$ cat config.mk
export PLATFORM = sky130hd
export DESIGN_NAME = page_loader_top
export DESIGN_NICKNAME = d
export VERILOG_FILES = /design/src/rtl/ldr_pkg.sv /design/src/rtl/ldr_decode.sv /design/src/rtl/ldr_bank.sv /design/src/rtl/page_loader_top.sv
export SDC_FILE = /design/constraint.sdc
export NUM_CORES = 2
export LEC_CHECK = 0
export CORE_ASPECT_RATIO = 1.2
export CORE_MARGIN = 1
export CORE_UTILIZATION = 60
export DETAILED_ROUTE_END_ITERATION = 8
export PLACE_DENSITY = 0.72
export SYNTH_ARGS = -nofsm -noshare
export SYNTH_HDL_FRONTEND = slang
export SYNTH_SLANG_ARGS = --single-unit
export TNS_END_PERCENT = 30
$ cat constraint.sdc
create_clock -name clk -period 5.55 [get_ports clk]
set_input_delay 1.665 -clock clk [delete_from_list [all_inputs] [get_ports clk]]
set_output_delay 1.665 -clock clk [all_outputs]
set_load 0.005 [all_outputs]
$ cat src/rtl/ldr_pkg.sv
package ldr_pkg;
  localparam int OFF_W  = 9;
  localparam int BYTE_W = 8;
  localparam int NBANK  = 8;
  localparam int IDX_W  = 6;
  localparam int DEF_W  = 512;

  localparam int B_FONT = 0, B_ART = 1, B_EXT = 2, B_SGP = 3;
  localparam int B_APAL = 4, B_XPAL = 5, B_TIM = 6, B_ENH = 7;

  typedef struct packed {
    logic             hit;
    logic [2:0]       bank;
    logic [IDX_W-1:0] idx;
  } dec_t;

  function automatic dec_t decode_off(input logic [OFF_W-1:0] off);
    dec_t d;
    logic [OFF_W-1:0] rel;
    d = '0;
    rel = '0;
    if (off == 9'd3) begin
      d.hit = 1'b1; d.bank = 3'(B_FONT);
    end else if (off == 9'd4) begin
      d.hit = 1'b1; d.bank = 3'(B_ART);
    end else if (off == 9'd5) begin
      d.hit = 1'b1; d.bank = 3'(B_EXT);
    end else if (off == 9'd8) begin
      d.hit = 1'b1; d.bank = 3'(B_ENH);
    end else if (off >= 9'd32 && off <= 9'd53) begin
      d.hit = 1'b1; d.bank = 3'(B_SGP); rel = off - 9'd32;
    end else if (off >= 9'd64 && off <= 9'd127) begin
      d.hit = 1'b1; d.bank = 3'(B_APAL); rel = off - 9'd64;
    end else if (off >= 9'd128 && off <= 9'd135) begin
      d.hit = 1'b1; d.bank = 3'(B_XPAL); rel = off - 9'd128;
    end else if (off >= 9'd480 && off <= 9'd490 && off != 9'd485) begin
      d.hit = 1'b1; d.bank = 3'(B_TIM); rel = off - 9'd480;
    end
    d.idx = rel[IDX_W-1:0];
    return d;
  endfunction

  function automatic int bank_depth(input int b);
    case (b)
      B_SGP:   return 22;
      B_APAL:  return 64;
      B_XPAL:  return 8;
      B_TIM:   return 11;
      default: return 1;
    endcase
  endfunction

  function automatic logic [DEF_W-1:0] bank_default(input int b);
    logic [DEF_W-1:0] v;
    v = '0;
    case (b)
      B_ART: v[7:0] = 8'h0D;
      B_EXT: v[7:0] = 8'h40;
      B_TIM: v[87:0] = {8'h21, 8'h02, 8'h0A, 8'hE0, 8'h01, 8'h00,
                        8'h30, 8'h60, 8'h10, 8'h80, 8'h02};
      default: v = '0;
    endcase
    return v;
  endfunction
endpackage

$ cat src/rtl/ldr_decode.sv
module ldr_decode
  import ldr_pkg::*;
(
  input  logic [OFF_W-1:0] offset,
  output dec_t             dec
);
  always_comb dec = decode_off(offset);
endmodule

$ cat src/rtl/ldr_bank.sv
module ldr_bank #(
  parameter int DEPTH = 1,
  parameter logic [511:0] DEF = '0,
  localparam int IW = (DEPTH > 1) ? $clog2(DEPTH) : 1
) (
  input  logic          clk,
  input  logic          rst,
  input  logic          clr,
  input  logic          we,
  input  logic [IW-1:0] widx,
  input  logic [7:0]    wdata,
  input  logic [IW-1:0] ridx,
  output logic [7:0]    rdata
);
  logic [7:0] mem [DEPTH];

  always_ff @(posedge clk) begin
    if (rst || clr) begin
      for (int i = 0; i < DEPTH; i++) mem[i] <= DEF[i*8 +: 8];
    end else if (we) begin
      mem[widx] <= wdata;
    end
  end

  always_comb begin
    rdata = '0;
    if (int'(ridx) < DEPTH) rdata = mem[ridx];
  end

  p_restore_r2: assert property (@(posedge clk) disable iff (rst)
    (clr && !we) |=> (mem[0] == DEF[7:0]));
  p_store_r4: assert property (@(posedge clk) disable iff (rst)
    (we && !clr) |=> (mem[$past(widx)] == $past(wdata)));
  p_hold_r5: assert property (@(posedge clk) disable iff (rst)
    (!we && !clr) |=> $stable(mem[0]));
endmodule

$ cat src/rtl/page_loader_top.sv
module page_loader_top
  import ldr_pkg::*;
(
  input  logic             clk,
  input  logic             rst,
  input  logic             frame_start,
  input  logic             wr_valid,
  input  logic [OFF_W-1:0] wr_offset,
  input  logic [7:0]       wr_data,
  input  logic [OFF_W-1:0] rd_offset,
  output logic [7:0]       rd_data
);
  dec_t             wdec, rdec;
  logic [NBANK-1:0] mask_q, mask_eff, restore;
  logic [NBANK-1:0] bank_we;
  logic [7:0]       bank_rd [NBANK];
  logic [7:0]       rd_next;
  logic             mask_wr;

  ldr_decode u_wdec (.offset(wr_offset), .dec(wdec));
  ldr_decode u_rdec (.offset(rd_offset), .dec(rdec));

  assign mask_wr  = wr_valid && (wr_offset == 9'd1);
  assign mask_eff = frame_start ? '0 : mask_q;
  assign restore  = (wr_valid && wr_offset == 9'd0) ? wr_data : '0;

  always_ff @(posedge clk) begin
    if (rst)              mask_q <= '0;
    else if (mask_wr)     mask_q <= wr_data;
    else if (frame_start) mask_q <= '0;
  end

  for (genvar b = 0; b < NBANK; b++) begin : g_bank
    localparam int D = bank_depth(b);
    localparam int W = (D > 1) ? $clog2(D) : 1;
    assign bank_we[b] = wr_valid && wdec.hit && (int'(wdec.bank) == b) && mask_eff[b];
    ldr_bank #(.DEPTH(D), .DEF(bank_default(b))) u_bank (
      .clk(clk), .rst(rst), .clr(restore[b]), .we(bank_we[b]),
      .widx(wdec.idx[W-1:0]), .wdata(wr_data),
      .ridx(rdec.idx[W-1:0]), .rdata(bank_rd[b]));
  end

  always_comb begin
    rd_next = '0;
    if (rdec.hit)              rd_next = bank_rd[rdec.bank];
    else if (rd_offset == 9'd1) rd_next = mask_q;
  end

  always_ff @(posedge clk) begin
    if (rst) rd_data <= '0;
    else     rd_data <= rd_next;
  end

  p_mask_clear_r7: assert property (@(posedge clk) disable iff (rst)
    (frame_start && !mask_wr) |=> (mask_q == '0));
  p_mask_load_r3: assert property (@(posedge clk) disable iff (rst)
    mask_wr |=> (mask_q == $past(wr_data)));
  p_reserved_zero_r6: assert property (@(posedge clk) disable iff (rst)
    (!rdec.hit && rd_offset != 9'd1) |=> (rd_data == 8'h00));
  p_one_writer_r5: assert property (@(posedge clk) disable iff (rst)
    $countones(bank_we) <= 1);
endmodule

==> results_dict.tcl <==
set metrics [dict create \
    maxSlewHeadroom_pct -1.07 \
    gp_congestion 1.13 \
    finClkSkew_ps 26.2 \
    cts_root_buf "clkbuf_16" \
    io_pins 38 \
    maxSlewViolCount 1 \
    timing.fmax_ghz 0.185 \
    reg2reg_from "g_bank[4].u_bank.mem[55][1]" \
    crit_start "rd_offset[7]" \
    min_path_type "flop to flop" \
    clk_path_buf_depth 3 \
    fin_area_um2 49900 \
    grt_max_degree 69 \
    drive_above_1_share_pct 16.6 \
    fin_crit_sh_pct 97.6 \
    cp-endpoint "rd_data[1]" \
    numClockSinks 888 \
    nets 4021 \
    async_flop_share_pct 0 \
    critPathRequiredTime_ps 6130 \
    track_usage_pct 46.2 \
    synth_ff_type "edfxtp_1" \
    vias_per_cell 6.86 \
    finalSetupViolCount 0 \
    placed_cell_area_um2 46900 \
    tightest_slew_ps 1480 \
    seq_area_frac_synth_pct 62.1 \
    gr-total-overflow 0 \
    ff2ff_setup_slack_ps 2940 \
    drt_iter0_markers 6033 \
    cp_max_fo 14 \
    synth.distinct_cells 88 \
    cts.clk_slew.worst_paths_ps 80 \
    end_kind "flop" \
    maxCapViolCount 1 \
    reg2regPathDepth 8 \
    finalCriticalPeriod_ps 5420 \
    rsz0062_at_grt "false" \
    avgRoutedWirePerCell_um 33.1 \
    ir_drop_uv 364 \
    utilization_pct 71.4 \
    detail_route.first_pass.iterations 7 \
    dieArea_um2 72000 \
    violations "max-capacitance violations, max-slew violations" \
    cp.arrival_ps 6000 \
    synth-edff-count 864 \
    critPathKind "primary input to flop" \
    syn2layout_area_growth_pct 17.3 \
    grt_pass1_vias 32607 \
    vias 34268 \
    final_cell_mix "864 x edfxtp_1, 742 x and2_1, 420 x buf_4" \
    postCtsSetupBuffers 0 \
    netlist_area_um2 42600 \
    remaining_drc_errors 0 \
    wirelength_um 165000 \
    antenna_found_initial 7 \
    netlist_instances 3693 \
    syn_avg_cell_area_um2 11.5 \
    r2r-end "rd_data[1]" \
    layout_commonest_cell "edfxtp_1" \
    coreArea_um2 69900 \
    cts_made_buffers 87 \
    grt_pass1_wl_um 234000 \
    port_buffers 37 \
    hold_viol_final 0 \
    nFillCells 4864 \
    dpl.hpwl_um 116000 \
    start_kind "primary input" \
    power_leakage_nw 18.4 \
    die_w_um 245 \
    synth-seq-cells 888 \
    start_util_pct 60.9 \
    tritoncts "yes" \
    synth_warnings 0 \
    chipHeight_um 294 \
    clock_latency_ps 680 \
    run_status "finished with violations" \
    power_density_nw_per_um2 308 \
    ant_nets 0 \
    finalSetupTns_ps 0 \
    cts_max_level 3 \
    num_rows 106 \
]
[worst min path at each step]
| stage | start | to | slack, ps | cells after the start |
|---|---|---|---|---|
| after global routing | g_bank[6].u_bank.mem[10][0] | g_bank[6].u_bank.mem[10][0] | 520 | 2 |
| after CTS | g_bank[6].u_bank.mem[10][5] | g_bank[6].u_bank.mem[10][5] | 490 | 2 |
| after floorplan | g_bank[6].u_bank.mem[10][0] | g_bank[6].u_bank.mem[10][0] | 440 | 2 |
| final | g_bank[6].u_bank.mem[10][5] | g_bank[6].u_bank.mem[10][5] | 490 | 2 |
| after detailed placement | g_bank[6].u_bank.mem[10][5] | g_bank[6].u_bank.mem[10][5] | 470 | 2 |
| after global placement | g_bank[6].u_bank.mem[10][0] | g_bank[6].u_bank.mem[10][0] | 450 | 2 |
[critical path, cell delays in order]
cell	delay, ps
clkdlybuf4s50_1	600
or4_1	670
buf_4	250
o31a_1	350
o31ai_4	220
buf_12	280
buf_4	230
o22ai_1	90
a2111oi_0	1150
nor3_1	150
a221oi_1	330
[registers in the layout (all words and copies together), names as in the netlist]
signal             cells
mask_q                 8
g_bank.u_bank.mem    872
rd_data                8
[layout make-up]
type	count	area [µm²]	area share (%)
multi-input cells	2516	15100	30.3
well taps	918	1150	2.30
flip-flops and latches	888	26400	52.9
clock inverters	57	708	1.42
clock buffers	105	2320	4.64
repair buffers	482	4090	8.20
inverters	16	60.1	0.120
diodes	12	30.0	0.0601
[where the power goes]
group	internal (W)	leakage, nW	total, W	switching [W]
sequential	0.00755	9.02	0.00766	0.000107
combinational	0.000429	7.97	0.00144	0.00101
clock	0.00357	1.45	0.00629	0.00271
[layer usage]
metal / GRT usage, % / vias to the layer above / part of all wire, %
li1: - / 14071 / -
met1: 58.6 / 16548 / 34
met2: 70.2 / 2921 / 44
met3: 11.8 / 720 / 14
met4: 30.5 / 8 / 8.3
met5: 0 / - / 0.038
[cells in the mapped netlist, types with 36 or more instances]
library cell | number | area (µm²)
clkbuf_1 | 189 | 709
buf_2 | 62 | 310
nand3_1 | 65 | 325
o221ai_1 | 50 | 438
o21ai_0 | 155 | 776
and3_1 | 36 | 225
nand2_1 | 360 | 1350
edfxtp_1 | 864 | 25900
mux2i_1 | 103 | 1030
o22ai_1 | 56 | 350
nor2_1 | 257 | 965
a21oi_1 | 192 | 961
and2_1 | 742 | 4640
nor3_1 | 59 | 295
nand2b_1 | 39 | 244
[repair_timing]
item	in CTS	in global routing
setup endpoints to repair	0	1
hold buffers	0	0
hold endpoints to repair	0	0
gates resized for setup	0	1
[metrics by stage]
step | power, W | setup slack [ps] | std cells | hold slack [ps]
finish | 0.0154 | 134 | 4994 | 487
global route | 0.0156 | 208 | 4984 | 520
detailed placement | 0.00915 | -329 | 4820 | 470
global placement | 0.00913 | -347 | 4819 | 454
floorplan | 0.00837 | 636 | 3700 | 441
CTS | 0.0153 | 336 | 4982 | 486
[kinds of logic (layout without fill, tap and decap cells)]
group           after synthesis  after routing  synth area share (%)
simple gates               1660           1660                  20.6
buf+inv                     296            660                  2.89
xor+xnor                      2              2                0.0412
flops                       888            888                  62.1
mux                         125            125                  3.11
compound gates              721            721                  11.3
other cells                   1             20               0.00881
Power figures use the tool's default switching activity.
